$ cat src/rtl/io_csel_pkg.sv
package io_csel_pkg;
  typedef enum logic [1:0] {
    WS_IDLE   = 2'd0,
    WS_FORCE  = 2'd1,
    WS_EXTEND = 2'd2
  } wait_st_e;
endpackage

$ cat src/rtl/io_window_match.sv
module io_window_match #(
  parameter int unsigned              ADDR_W    = 16,
  parameter logic [ADDR_W-1:0]        BASE      = '0,
  parameter int unsigned              SPAN_LOG2 = 4
) (
  input  logic [ADDR_W-1:0] addr_i,
  output logic              hit_o
);
  localparam logic [ADDR_W-1:0] LOW_MASK = (ADDR_W'(1) << SPAN_LOG2) - ADDR_W'(1);
  localparam logic [ADDR_W-1:0] CMP_MASK = ~LOW_MASK;

  assign hit_o = ((addr_i ^ BASE) & CMP_MASK) == '0;
endmodule

$ cat src/rtl/io_wait_gen.sv
module io_wait_gen
  import io_csel_pkg::*;
#(
  parameter bit READ_HOLD = 1'b1
) (
  input  logic clk_i,
  input  logic rst_ni,
  input  logic ior_ni,
  input  logic iow_ni,
  input  logic memr_ni,
  input  logic memw_ni,
  input  logic wait_req_i,
  output logic ready_o
);
  wait_st_e st_q, st_d;
  logic     io_act, io_q, start, rd_hold, hold;

  assign io_act = ~ior_ni | ~iow_ni;
  assign start  = io_act & ~io_q;

  generate
    if (READ_HOLD) begin : g_rd_hold
      assign rd_hold = ~ior_ni & memr_ni & memw_ni;
    end else begin : g_no_rd_hold
      assign rd_hold = 1'b0;
    end
  endgenerate

  assign hold = wait_req_i | rd_hold;

  always_comb begin
    st_d = st_q;
    unique case (st_q)
      WS_IDLE:             if (start) st_d = WS_FORCE;
      WS_FORCE, WS_EXTEND: st_d = hold ? WS_EXTEND : WS_IDLE;
      default:             st_d = WS_IDLE;
    endcase
  end

  always_ff @(posedge clk_i or negedge rst_ni) begin
    if (!rst_ni) begin
      st_q <= WS_IDLE;
      io_q <= 1'b0;
    end else begin
      st_q <= st_d;
      io_q <= io_act;
    end
  end

  assign ready_o = (st_q == WS_IDLE);

  AST_FORCED_WAIT: assert property (@(posedge clk_i) disable iff (!rst_ni)
    $rose(~ior_ni | ~iow_ni) |=> !ready_o);
  AST_WAIT_HELD: assert property (@(posedge clk_i) disable iff (!rst_ni)
    (!ready_o && wait_req_i) |=> !ready_o);
  AST_WAIT_RELEASE: assert property (@(posedge clk_i) disable iff (!rst_ni)
    (!ready_o && !wait_req_i && ior_ni) |=> ready_o);
  AST_NO_REWAIT: assert property (@(posedge clk_i) disable iff (!rst_ni)
    (ready_o && $past(~ior_ni | ~iow_ni) && (~ior_ni | ~iow_ni)) |=> ready_o);

  generate
    if (READ_HOLD) begin : g_rd_chk
      AST_READ_HOLD: assert property (@(posedge clk_i) disable iff (!rst_ni)
        (!ready_o && !ior_ni && memr_ni && memw_ni) |=> !ready_o);
    end
  endgenerate
endmodule

$ cat src/rtl/io_csel_wait.sv
module io_csel_wait #(
  parameter int unsigned ADDR_W       = 16,
  parameter logic [15:0] DMA_BASE     = 16'h0000,
  parameter int unsigned DMA_SPAN_LOG = 4,
  parameter logic [15:0] SEG_BASE     = 16'h0080,
  parameter int unsigned SEG_SPAN_LOG = 2,
  parameter bit          READ_HOLD    = 1'b1
) (
  input  logic              clk_i,
  input  logic              rst_ni,
  input  logic [ADDR_W-1:0] addr_i,
  input  logic              aen_i,
  input  logic              ior_ni,
  input  logic              iow_ni,
  input  logic              memr_ni,
  input  logic              memw_ni,
  input  logic              wait_req_i,
  output logic              dma_cs_no,
  output logic              seg_cs_no,
  output logic              buf_en_no,
  output logic              dir_o,
  output logic              ready_o
);
  logic dma_win, seg_win, dma_hit, seg_hit;

  io_window_match #(
    .ADDR_W(ADDR_W), .BASE(ADDR_W'(DMA_BASE)), .SPAN_LOG2(DMA_SPAN_LOG)
  ) i_dma_win (
    .addr_i(addr_i), .hit_o(dma_win)
  );

  io_window_match #(
    .ADDR_W(ADDR_W), .BASE(ADDR_W'(SEG_BASE)), .SPAN_LOG2(SEG_SPAN_LOG)
  ) i_seg_win (
    .addr_i(addr_i), .hit_o(seg_win)
  );

  assign dma_hit = dma_win & ~aen_i & (~ior_ni | ~iow_ni);
  assign seg_hit = seg_win & ~aen_i & ~iow_ni;

  always_ff @(posedge clk_i or negedge rst_ni) begin
    if (!rst_ni) begin
      dma_cs_no <= 1'b1;
      seg_cs_no <= 1'b1;
      buf_en_no <= 1'b1;
      dir_o     <= 1'b0;
    end else begin
      dma_cs_no <= ~dma_hit;
      seg_cs_no <= ~seg_hit;
      buf_en_no <= ~(dma_hit | seg_hit);
      dir_o     <= ~ior_ni;
    end
  end

  io_wait_gen #(.READ_HOLD(READ_HOLD)) i_wait (
    .clk_i(clk_i), .rst_ni(rst_ni),
    .ior_ni(ior_ni), .iow_ni(iow_ni),
    .memr_ni(memr_ni), .memw_ni(memw_ni),
    .wait_req_i(wait_req_i), .ready_o(ready_o)
  );

  AST_UPPER_ZERO: assert property (@(posedge clk_i) disable iff (!rst_ni)
    (!dma_cs_no || !seg_cs_no) |-> $past(addr_i[ADDR_W-1:8]) == '0);
  AST_DMA_AEN: assert property (@(posedge clk_i) disable iff (!rst_ni)
    !dma_cs_no |-> ($past(!aen_i) && $past(!ior_ni || !iow_ni)));
  AST_SEG_WRITE_ONLY: assert property (@(posedge clk_i) disable iff (!rst_ni)
    !seg_cs_no |-> ($past(!iow_ni) && $past(!aen_i)));
  AST_BUF_FOLLOWS: assert property (@(posedge clk_i) disable iff (!rst_ni)
    !buf_en_no |-> (!dma_cs_no || !seg_cs_no));
endmodule

$ cat config.mk
export PLATFORM = sky130hd
export DESIGN_NAME = io_csel_wait
export DESIGN_NICKNAME = d
export VERILOG_FILES = /design/src/rtl/io_csel_pkg.sv /design/src/rtl/io_window_match.sv /design/src/rtl/io_wait_gen.sv /design/src/rtl/io_csel_wait.sv
export SDC_FILE = /design/constraint.sdc
export NUM_CORES = 1
export LEC_CHECK = 0
export BUFFER_PORTS_ARGS = -buffer_cell sky130_fd_sc_hd__buf_2
export CORE_AREA = 10 10 47 49
export DETAILED_ROUTE_END_ITERATION = 10
export DIE_AREA = 0 0 57 59
export HOLD_SLACK_MARGIN = 0.05
export SLEW_MARGIN = 20
export SYNTH_ARGS = -nofsm -noshare
export SYNTH_HDL_FRONTEND = slang
export SYNTH_SLANG_ARGS = --single-unit
$ cat constraint.sdc
create_clock -name clk_i -period 3 [get_ports clk_i]
set_input_delay 0.45 -clock clk_i [delete_from_list [all_inputs] [get_ports clk_i]]
set_output_delay 0.45 -clock clk_i [all_outputs]
set_load 0.01 [all_outputs]
==> metrics.md <==
| Metric | Value |
|---|---|
| Status | finished clean |
| Peak supply drop | 0.131 mV |
| Final hold viol count | 0 |
| Overall Global Routing Usage | 0.0565 |
| Die Span X | 57 um |
| Synth top area share | 0.316 |
| Via Count | 328 |
| Initial antenna violation count | 0 |
| TritonCTS clock tree | done |
| Min Clock Period, post-route | 1.41 ns |
| 1st-iter DRT viols | 5 |
| Syn Inst Count | 28 |
| Die ar. | 0.00336 sq mm |
| Mean Syn Cell Area | 11.3 sq um |
| Clock sinks | 7 |
| Number of global-route vias before repair | 411 |
| RSZ-0062 raised after global routing | false |
| CTS buffer count | 3 |
| Sum Neg Setup Slack | 0 ns |
| Clk slew on worst S/H paths | 0.05 ns |
| Met2 routed WL | 363 um |
| Clock Skew | 0.000124 ns |
| Synth area leaders | dfrtp_1 32%, dfstp_2 25%, nor4_1 5.9% |
| Routed len/inst | 11.3 um |
| Setup bufs post-CTS | 0 |
| Most frequent cells in the layout | 26 x buf_2, 4 x inv_1, 4 x dfrtp_1 |
| DRT Wirelength | 847 um |
| CP Class | reg -> out |
| Share of synthesized registers carrying an async set or reset | 1.00 |
| Distinct cell type count after synthesis | 14 |
| DRC Markers | 0 |
| Fmax | 711 MHz |
| Sequential fraction of the synthesis area | 0.565 |
| DR pass1 iterations | 4 |
| Ratio of cells with drive above 1 in the final layout | 0.610 |
| Worst EP required | 2.55 ns |
| Top FF cell, synth | dfrtp_1 |
| Clock Latency Late Sink | 0.24 ns |
| Commonest non-fill, non-tap cell in the layout | buf_2 |
| Worst Setup Start Kind | register |
| Routed Antenna Nets | 0 |
| Worst path arrival time | 0.96 ns |
| Gpl congestion | 0.666 |
| Syn-to-layout area delta | 58.9% |
| Starting density of the core | 0.226 |
| Global-route wire length before repair | 1520 um |
| Worst min path class | in -> reg |
| Post-Synthesis Net Count | 53 |
| H-tree level count | 1 |
| Nets@finish | 85 |
| Resize count post-CTS | 0 |
| Met3 WL | 105 um |
| Critical path peak fanout | 2 |
| Gr ovfl total | 0 |
| Port-buffer cells | 26 |
| # fillers | 158 |
| Chip Height | 59 um |
| Vias/cell | 4.37 |
| # IOs | 29 |
| Number of synthesized flops with an enable pin | 0 |
| Post-synth top area cell | dfrtp_1 |
| Number of max-cap violations | 0 |
| CTS Root Buffer Type | clkbuf_4 |
| Power density cells | 558 mW/mm^2 |
| Final Util | 0.359 |
| Maximum number of pins on one net before global-route repair | 8 |
| Placed cells | 70 |
| Worst Max-Slew Pin Slew | 0.300 ns |
| DR top layer | met3 |
| Slew Viols, Final | 0 |
| Final period util | 0.469 |
| Synthesis Warnings | 0 |
| Overall power | 0.000281 W |
| Slew headroom | 0.799 |
| Endpoint type of the worst setup path | primary output |
| Core area | 0.00140 sq mm |
| Static leakage | 0.248 nW |
| FF+latch count, synth | 7 |
| Finished Layout Cells | 75 |
| Antenna Cells | 0 |
| Clock Tree Buf Depth | 2 |
| Wire length on met1 | 379 um |
| Mapped cell area | 317 sq um |
| Final setup violation count | 0 |
| Standard-cell rows | 14 |
## layout make-up
cell class	count	area (sq um)	area share
Multi-Input combinational cell	17	123	0.244
Clock buffer	4	26.3	0.0522
Sequential cell	7	179	0.356
Inverter	4	15.0	0.0299
Timing Repair Buffer	27	140	0.279
Tap cell	16	20.0	0.0398
## worst paths after layout
check / slack, ns / to / cells after the start / from
setup / recovery: 1.59 / ready_o / 3 / i_wait.st_q[0]
hold / removal: 0.41 / dir_o / 2 / ior_ni
setup reg to reg: 1.97 / i_wait.st_q[1] / 5 / i_wait.st_q[0]
hold reg to reg: 0.51 / i_wait.st_q[0] / 2 / i_wait.st_q[0]
max in group asynchronous: 2.21 / seg_cs_no / 2 / rst_ni
min in group asynchronous: 0.57 / i_wait.st_q[0] / 2 / rst_ni
## routing by layer
| layer | up-vias | track usage |
|---|---|---|
| li1 | 162 | - |
| met1 | 146 | 0.0627 |
| met2 | 20 | 0.0775 |
| met3 | 0 | 0.0408 |
| met4 | 0 | 0.0302 |
| met5 | - | 0 |
## state kept, by name, indices dropped and copies added (netlist names)
signal       count
i_wait.st_q      2
buf_en_no        1
dir_o            1
dma_cs_no        1
i_wait.io_q      1
seg_cs_no        1
## power breakdown
group          switching [W]   total, W  internal (W)
Clock              0.0000311  0.0000817     0.0000505
Sequential        0.00000472   0.000113      0.000108
Combinational      0.0000455  0.0000860     0.0000406
## timing repair
item / 4_1_cts / 5_1_grt
endpoints found under the setup margin: 0 / 0
hold endpoints to repair: 4 / 0
hold buffers: 1 / 0
## cells in the mapped netlist, types with 2 or more instances
master and instances:
dfstp_2 3, nor2_1 2, inv_1 4, nand2_1 3, a21oi_1 2, nor4_1 3
dfrtp_1 4
## worst max-delay path, cell delays in order, from the launching register on
cell and delay (ns):
dfrtp_1 0.34, inv_1 0.04, ha_1 0.19, buf_2 0.14
## logic make-up (layout without fill, tap and decap cells)
family,after synthesis,count (layout),share of synthesized area
flops,7,7,0.565
buf+inv,4,35,0.0474
simple gates,11,11,0.217
compound gates,5,5,0.130
fa+ha+maj,1,1,0.0395
## stage by stage
step	hold WS (ns)	worst slack [ns]	area, sq um
after floorplan	0.154	1.93	317
after global placement	0.284	1.82	467
after detailed placement	0.286	1.80	467
after CTS	0.407	1.58	503
after global routing	0.420	1.54	503
final	0.410	1.59	503
(Power assumes the default switching activity.)
